File: config.mk
export PLATFORM = sky130hd
export DESIGN_NAME = sc_char_rx
export DESIGN_NICKNAME = d
export VERILOG_FILES = /design/src/rtl/sc_rx_pkg.sv /design/src/rtl/sc_rx_sync.sv /design/src/rtl/sc_rx_etu.sv /design/src/rtl/sc_rx_core.sv /design/src/rtl/sc_char_rx.sv
export SDC_FILE = /design/constraint.sdc
export NUM_CORES = 1
export LEC_CHECK = 0
export BUFFER_PORTS_ARGS = -buffer_cell sky130_fd_sc_hd__buf_2
export CORE_MARGIN = 10
export CORE_UTILIZATION = 50
export CTS_CLUSTER_SIZE = 10
export DETAILED_ROUTE_END_ITERATION = 6
export PLACE_DENSITY = 0.67
export SYNTH_ARGS = -nofsm -noshare
export SYNTH_HDL_FRONTEND = slang
export SYNTH_SLANG_ARGS = --single-unit
export TNS_END_PERCENT = 5
File: constraint.sdc
create_clock -name clk -period 30.2 [get_ports clk]
set_clock_uncertainty 0.2 [all_clocks]
set_input_delay 9.06 -clock clk [delete_from_list [all_inputs] [get_ports clk]]
set_output_delay 9.06 -clock clk [all_outputs]
set_load 0.02 [all_outputs]
File: src/rtl/sc_rx_pkg.sv
package sc_rx_pkg;

    localparam int ETU_W = 12;

    typedef enum logic {
        RX_IDLE = 1'b0,
        RX_RUN  = 1'b1
    } rx_state_e;

    typedef struct packed {
        logic             ok;
        logic [ETU_W-1:0] val;
    } fi_entry_t;

    typedef struct packed {
        logic       ok;
        logic [6:0] val;
    } di_entry_t;

    function automatic fi_entry_t fi_lookup(input logic [3:0] idx);
        fi_entry_t r;
        r.ok = 1'b1;
        case (idx)
            4'd0, 4'd1: r.val = ETU_W'(372);
            4'd2:       r.val = ETU_W'(558);
            4'd3:       r.val = ETU_W'(744);
            4'd4:       r.val = ETU_W'(1116);
            4'd5:       r.val = ETU_W'(1488);
            4'd6:       r.val = ETU_W'(1860);
            4'd9:       r.val = ETU_W'(512);
            4'd10:      r.val = ETU_W'(768);
            4'd11:      r.val = ETU_W'(1024);
            4'd12:      r.val = ETU_W'(1536);
            4'd13:      r.val = ETU_W'(2048);
            default: begin
                r.ok  = 1'b0;
                r.val = '0;
            end
        endcase
        return r;
    endfunction

    function automatic di_entry_t di_lookup(input logic [3:0] idx);
        di_entry_t r;
        r.ok = 1'b1;
        case (idx)
            4'd0, 4'd1: r.val = 7'd1;
            4'd2:       r.val = 7'd2;
            4'd3:       r.val = 7'd4;
            4'd4:       r.val = 7'd8;
            4'd5:       r.val = 7'd16;
            4'd6:       r.val = 7'd32;
            4'd7:       r.val = 7'd64;
            4'd8:       r.val = 7'd12;
            4'd9:       r.val = 7'd20;
            default: begin
                r.ok  = 1'b0;
                r.val = 7'd1;
            end
        endcase
        return r;
    endfunction

endpackage

File: src/rtl/sc_rx_sync.sv
module sc_rx_sync #(
    parameter int WIDTH  = 2,
    parameter int STAGES = 2
) (
    input  logic             clk,
    input  logic             rst_n,
    input  logic [WIDTH-1:0] async_in,
    output logic [WIDTH-1:0] sync_out
);
    for (genvar b = 0; b < WIDTH; b++) begin : g_bit
        logic [STAGES-1:0] chain_q;
        logic [STAGES-1:0] chain_d;

        always_comb begin
            chain_d = {chain_q[STAGES-2:0], async_in[b]};
        end

        always_ff @(posedge clk or negedge rst_n) begin
            if (!rst_n) chain_q <= '1;
            else        chain_q <= chain_d;
        end

        assign sync_out[b] = chain_q[STAGES-1];
    end
endmodule

File: src/rtl/sc_rx_etu.sv
module sc_rx_etu
    import sc_rx_pkg::*;
#(
    parameter int W = ETU_W
) (
    input  logic         clk,
    input  logic         rst_n,
    input  logic         load,
    input  logic [3:0]   fi_idx,
    input  logic [3:0]   di_idx,
    input  logic         busy,
    output logic [W-1:0] etu,
    output logic [W-1:0] third,
    output logic         bad
);
    localparam logic [W-1:0] ETU_RST   = W'(372);
    localparam logic [W-1:0] THIRD_RST = W'(372 / 3);

    typedef struct packed {
        logic         pend;
        logic [3:0]   fi;
        logic [3:0]   di;
        logic [W-1:0] etu;
        logic [W-1:0] third;
        logic         bad;
    } etu_s;

    etu_s q, d;
    fi_entry_t fe;
    di_entry_t de;
    logic [W-1:0] quot;

    always_comb begin
        fe   = fi_lookup(q.fi);
        de   = di_lookup(q.di);
        quot = W'(fe.val) / W'(de.val);
        d     = q;
        d.bad = 1'b0;
        if (load) begin
            d.pend = 1'b1;
            d.fi   = fi_idx;
            d.di   = di_idx;
        end else if (q.pend && !busy) begin
            d.pend = 1'b0;
            if (fe.ok && de.ok) begin
                d.etu   = quot;
                d.third = quot / W'(3);
            end else begin
                d.bad = 1'b1;
            end
        end
    end

    always_ff @(posedge clk or negedge rst_n) begin
        if (!rst_n) begin
            q.pend  <= 1'b0;
            q.fi    <= '0;
            q.di    <= '0;
            q.etu   <= ETU_RST;
            q.third <= THIRD_RST;
            q.bad   <= 1'b0;
        end else begin
            q <= d;
        end
    end

    assign etu   = q.etu;
    assign third = q.third;
    assign bad   = q.bad;
endmodule

File: src/rtl/sc_rx_core.sv
module sc_rx_core
    import sc_rx_pkg::*;
#(
    parameter int W     = ETU_W,
    parameter int NBITS = 10
) (
    input  logic         clk,
    input  logic         rst_n,
    input  logic         io_lvl,
    input  logic         ck_lvl,
    input  logic [W-1:0] etu,
    input  logic [W-1:0] third,
    output logic [7:0]   data,
    output logic         valid,
    output logic         perr,
    output logic         busy
);
    localparam int IDX_W = $clog2(NBITS);
    localparam int SH_W  = NBITS - 1;
    localparam logic [IDX_W-1:0] LAST = IDX_W'(NBITS - 1);

    typedef struct packed {
        rx_state_e       st;
        logic            io_prev;
        logic            ck_prev;
        logic [W-1:0]    cnt;
        logic [IDX_W-1:0] idx;
        logic [SH_W-1:0] sh;
        logic [7:0]      data;
        logic            valid;
        logic            perr;
    } core_s;

    core_s q, d;
    logic io_fall, ck_rise;
    logic [W-1:0] target;
    logic [SH_W-1:0] sh_nx;

    always_comb begin
        io_fall = q.io_prev & ~io_lvl;
        ck_rise = ~q.ck_prev & ck_lvl;
        target  = (q.idx == '0) ? third : etu;
        sh_nx   = {io_lvl, q.sh[SH_W-1:1]};
        d         = q;
        d.io_prev = io_lvl;
        d.ck_prev = ck_lvl;
        d.valid   = 1'b0;
        case (q.st)
            RX_IDLE: begin
                if (io_fall) begin
                    d.st  = RX_RUN;
                    d.cnt = '0;
                    d.idx = '0;
                end
            end
            default: begin
                if (ck_rise) begin
                    if (q.cnt + W'(1) == target) begin
                        d.cnt = '0;
                        if (q.idx == '0) begin
                            if (io_lvl) d.st  = RX_IDLE;
                            else        d.idx = IDX_W'(1);
                        end else begin
                            d.sh = sh_nx;
                            if (q.idx == LAST) begin
                                d.st    = RX_IDLE;
                                d.valid = 1'b1;
                                d.data  = sh_nx[7:0];
                                d.perr  = ^sh_nx;
                            end else begin
                                d.idx = q.idx + IDX_W'(1);
                            end
                        end
                    end else begin
                        d.cnt = q.cnt + W'(1);
                    end
                end
            end
        endcase
    end

    always_ff @(posedge clk or negedge rst_n) begin
        if (!rst_n) begin
            q.st      <= RX_IDLE;
            q.io_prev <= 1'b1;
            q.ck_prev <= 1'b1;
            q.cnt     <= '0;
            q.idx     <= '0;
            q.sh      <= '0;
            q.data    <= '0;
            q.valid   <= 1'b0;
            q.perr    <= 1'b0;
        end else begin
            q <= d;
        end
    end

    assign data  = q.data;
    assign valid = q.valid;
    assign perr  = q.perr;
    assign busy  = (q.st == RX_RUN);
endmodule

File: src/rtl/sc_char_rx.sv
module sc_char_rx
    import sc_rx_pkg::*;
#(
    parameter int SYNC_STAGES = 2
) (
    input  logic             clk,
    input  logic             rst_n,
    input  logic             sc_clk,
    input  logic             sc_io,
    input  logic [3:0]       cfg_fi,
    input  logic [3:0]       cfg_di,
    input  logic             cfg_load,
    output logic [7:0]       rx_data,
    output logic             rx_valid,
    output logic             rx_par_err,
    output logic             rx_busy,
    output logic             cfg_bad,
    output logic [ETU_W-1:0] etu_cycles
);
    logic [1:0]       lvl;
    logic [ETU_W-1:0] third;

    sc_rx_sync #(.WIDTH(2), .STAGES(SYNC_STAGES)) u_sync (
        .clk      (clk),
        .rst_n    (rst_n),
        .async_in ({sc_clk, sc_io}),
        .sync_out (lvl)
    );

    sc_rx_etu #(.W(ETU_W)) u_etu (
        .clk    (clk),
        .rst_n  (rst_n),
        .load   (cfg_load),
        .fi_idx (cfg_fi),
        .di_idx (cfg_di),
        .busy   (rx_busy),
        .etu    (etu_cycles),
        .third  (third),
        .bad    (cfg_bad)
    );

    sc_rx_core #(.W(ETU_W), .NBITS(10)) u_core (
        .clk    (clk),
        .rst_n  (rst_n),
        .io_lvl (lvl[0]),
        .ck_lvl (lvl[1]),
        .etu    (etu_cycles),
        .third  (third),
        .data   (rx_data),
        .valid  (rx_valid),
        .perr   (rx_par_err),
        .busy   (rx_busy)
    );
endmodule

==> summary.txt <==
Number of flops mapped to enable cells by yosys: 0
Max Buffers Root-to-Sink: 2
DRT iter0 DRCs: 491
Setup crit end kind: flop
Initial core utilization: 0.510
Clock Pin Slew Worst Setup and Hold Paths: 60 ps
Drt first pass iters: 5
DP HPWL: 15700 µm
Tmin final: 24210 ps
Slew Limit Headroom: 0.231
Total track usage: 0.186
Final Max Tran Viols: 0
Wire per inst: 17.2 µm
FFs w/ async S/R, synth: 1.00
Fillers: 1494
Worst EP arrival: 24220 ps
Post-synthesis cell count: 978
Fraction of layout cells with a size suffix above 1: 0.147
Area grow syn2layout: 5.68%
Die H: 147 µm
Most common cell in the synthesized netlist: nand2_1
Period utilization: 0.802
Core ar.: 15900 µm²
Pin count of the biggest net entering global routing: 75
WS Path Type: reg2reg
Synth warn: 0
Worst-path fanout max: 19
Worst-Margin Slew: 1150 ps
Post_cts resized: 0
Min-Delay Path Class: reg2reg
Setup violators final: 0
Port Buffers: 36
Max stage delay cell, worst path: nor3_2
Post-CTS Setup Bufs: 0
Max-cap viol count: 0
Placer congestion estimate: 0.975
Final Hold Viols: 0
Net Count, Synth: 1060
TritonCTS Sinks: 74
Num CTS Buffers: 9
Synthesized cell area: 8110 µm²
Cell taking the most area after synthesis: dfrtp_1
RSZ-0062 raised after global routing: no
Die area: 21700 µm²
Cell mode on critical path: o21a_1
First-pass GRT wire length: 34500 µm
Synth top area share: 0.179
Ant. Diodes: 0
Global route total overflow: 0
Post-synth top flop: dfrtp_1
Row cnt: 46
Initial antenna violation count: 0
Via count: 7330
Status: finished, final reports clean
Largest cells by area after synthesis: dfrtp_1, ha_1, dfstp_2
Required time worst endpoint: 30210 ps
Post-synthesis sequential element count: 74
Slowest stage delay, CP: 910 ps
Antenna Violating Nets Remaining: 0
Skew-Pair Late Insertion Delay: 340 ps
Vias in the first global route: 6948
Post-route DRC: 0
Setup_tns: 0 ps
Root Driver: clkbuf_16
Hold Buf Count CTS: 0
Die W: 147 µm
Fin nets: 1052
DR vias/cell: 6.15
TritonCTS clock tree: yes
Htree depth: 3
Startpoint Class: flop
Share of the yosys chip area belonging to registers: 0.231
Final WL: 20400 µm
Post-synthesis cell type count: 92
Synth cell count leaders: nand2_1, nor2_1, ha_1
Syn avg cell area: 8.29 µm²
I/O pin cnt: 37
FMAX: 41.3 MHz
[logic make-up after synthesis]
family                     Yosys count  synth area share
xor gates and xnor gates            58            0.0627
DFF                                 74             0.231
muxes                               54            0.0741
and+or+nand+nor                    333             0.202
adders and majority gates           70             0.108
AOI/OAI and AO/OA                  305             0.267
buffers and inverters               84            0.0562
[cell type report]
type,instances,area (µm²),share of cell area
multi-input cells,820,5790,0.675
flip-flops and latches,74,1870,0.218
well taps,216,270,0.0315
repair buffers,42,228,0.0266
clock buffers,9,225,0.0263
clock inverters,7,101,0.0118
inverters,23,86.3,0.0101
[cells in the final DEF (no fill, tap or decap), types with 17 or more instances in the layout]
master | synthesis | layout
mux2_2 | 34 | 34
a21o_1 | 21 | 21
nand2b_1 | 17 | 17
nor2_1 | 82 | 82
a21oi_1 | 46 | 46
xnor2_1 | 41 | 41
o21ai_0 | 64 | 64
inv_1 | 20 | 20
ha_1 | 69 | 69
mux2i_1 | 18 | 18
o21a_1 | 33 | 33
buf_2 | 7 | 35
dfrtp_1 | 58 | 58
o31ai_1 | 20 | 20
xor2_1 | 17 | 17
nor3_1 | 30 | 30
nand2_1 | 91 | 91
nand3_1 | 30 | 30
[worst max-delay path: cells and delay by family, from the launching register on]
family / cells / cell delay (ps)
DFF: 1 / 520
and+or+nand+nor: 25 / 6830
adders and majority gates: 12 / 3760
AOI/OAI and AO/OA: 50 / 11030
muxes: 3 / 1050
buffers and inverters: 5 / 680
[worst paths after layout]
check	start	to	slack (ps)	depth (start not counted)
max	u_etu.q[26]$_DFFE_PN0P_	u_etu.third[0]$_DFFE_PN0P_	5990	95
min	u_sync.g_bit[1].chain_q[0]$_DFF_PN1_	u_sync.g_bit[1].chain_q[1]$_DFF_PN1_	160	0
max reg2reg	u_etu.q[26]$_DFFE_PN0P_	u_etu.third[0]$_DFFE_PN0P_	5990	95
min reg2reg	u_sync.g_bit[1].chain_q[0]$_DFF_PN1_	u_sync.g_bit[1].chain_q[1]$_DFF_PN1_	160	0
max in group asynchronous	rst_n	u_core.q[25]$_DFFE_PN0P_	20560	1
min in group asynchronous	rst_n	u_core.data[5]$_DFFE_PN0P_	8660	1
[flip-flops by register name (all words and copies together) (netlist names)]
signal,flops
u_sync.g_bit.chain_q,4
u_core.data,8
u_etu.etu,12
u_etu.q,9
u_core.busy,1
u_core.perr,1
u_core.valid,1
u_core.q,26
u_etu.third,11
u_etu.bad,1
[through the flow]
step	std cells	worst slack, ps	hold slack (ps)	utilization	cell area, µm²
6_report	1191	5990	158	0.539	8570
5_1_grt	1191	4010	164	0.539	8570
4_1_cts	1191	6320	159	0.539	8570
3_5_place_dp	1175	6410	147	0.519	8240
3_3_place_gp	1175	6940	152	0.519	8240
2_1_floorplan	978	9700	145	-	8110
[routing by layer]
metal,part of all wire,GRT usage,vias to the layer above
met5,0,0,-
met4,0.023,0.0699,0
met3,0.054,0.0203,28
met2,0.45,0.297,233
met1,0.47,0.252,3447
li1,-,-,3622
Power is left out: the tool's default activity adds up to more than one toggle a clock period on the data nets, which glitch-free logic cannot reach.
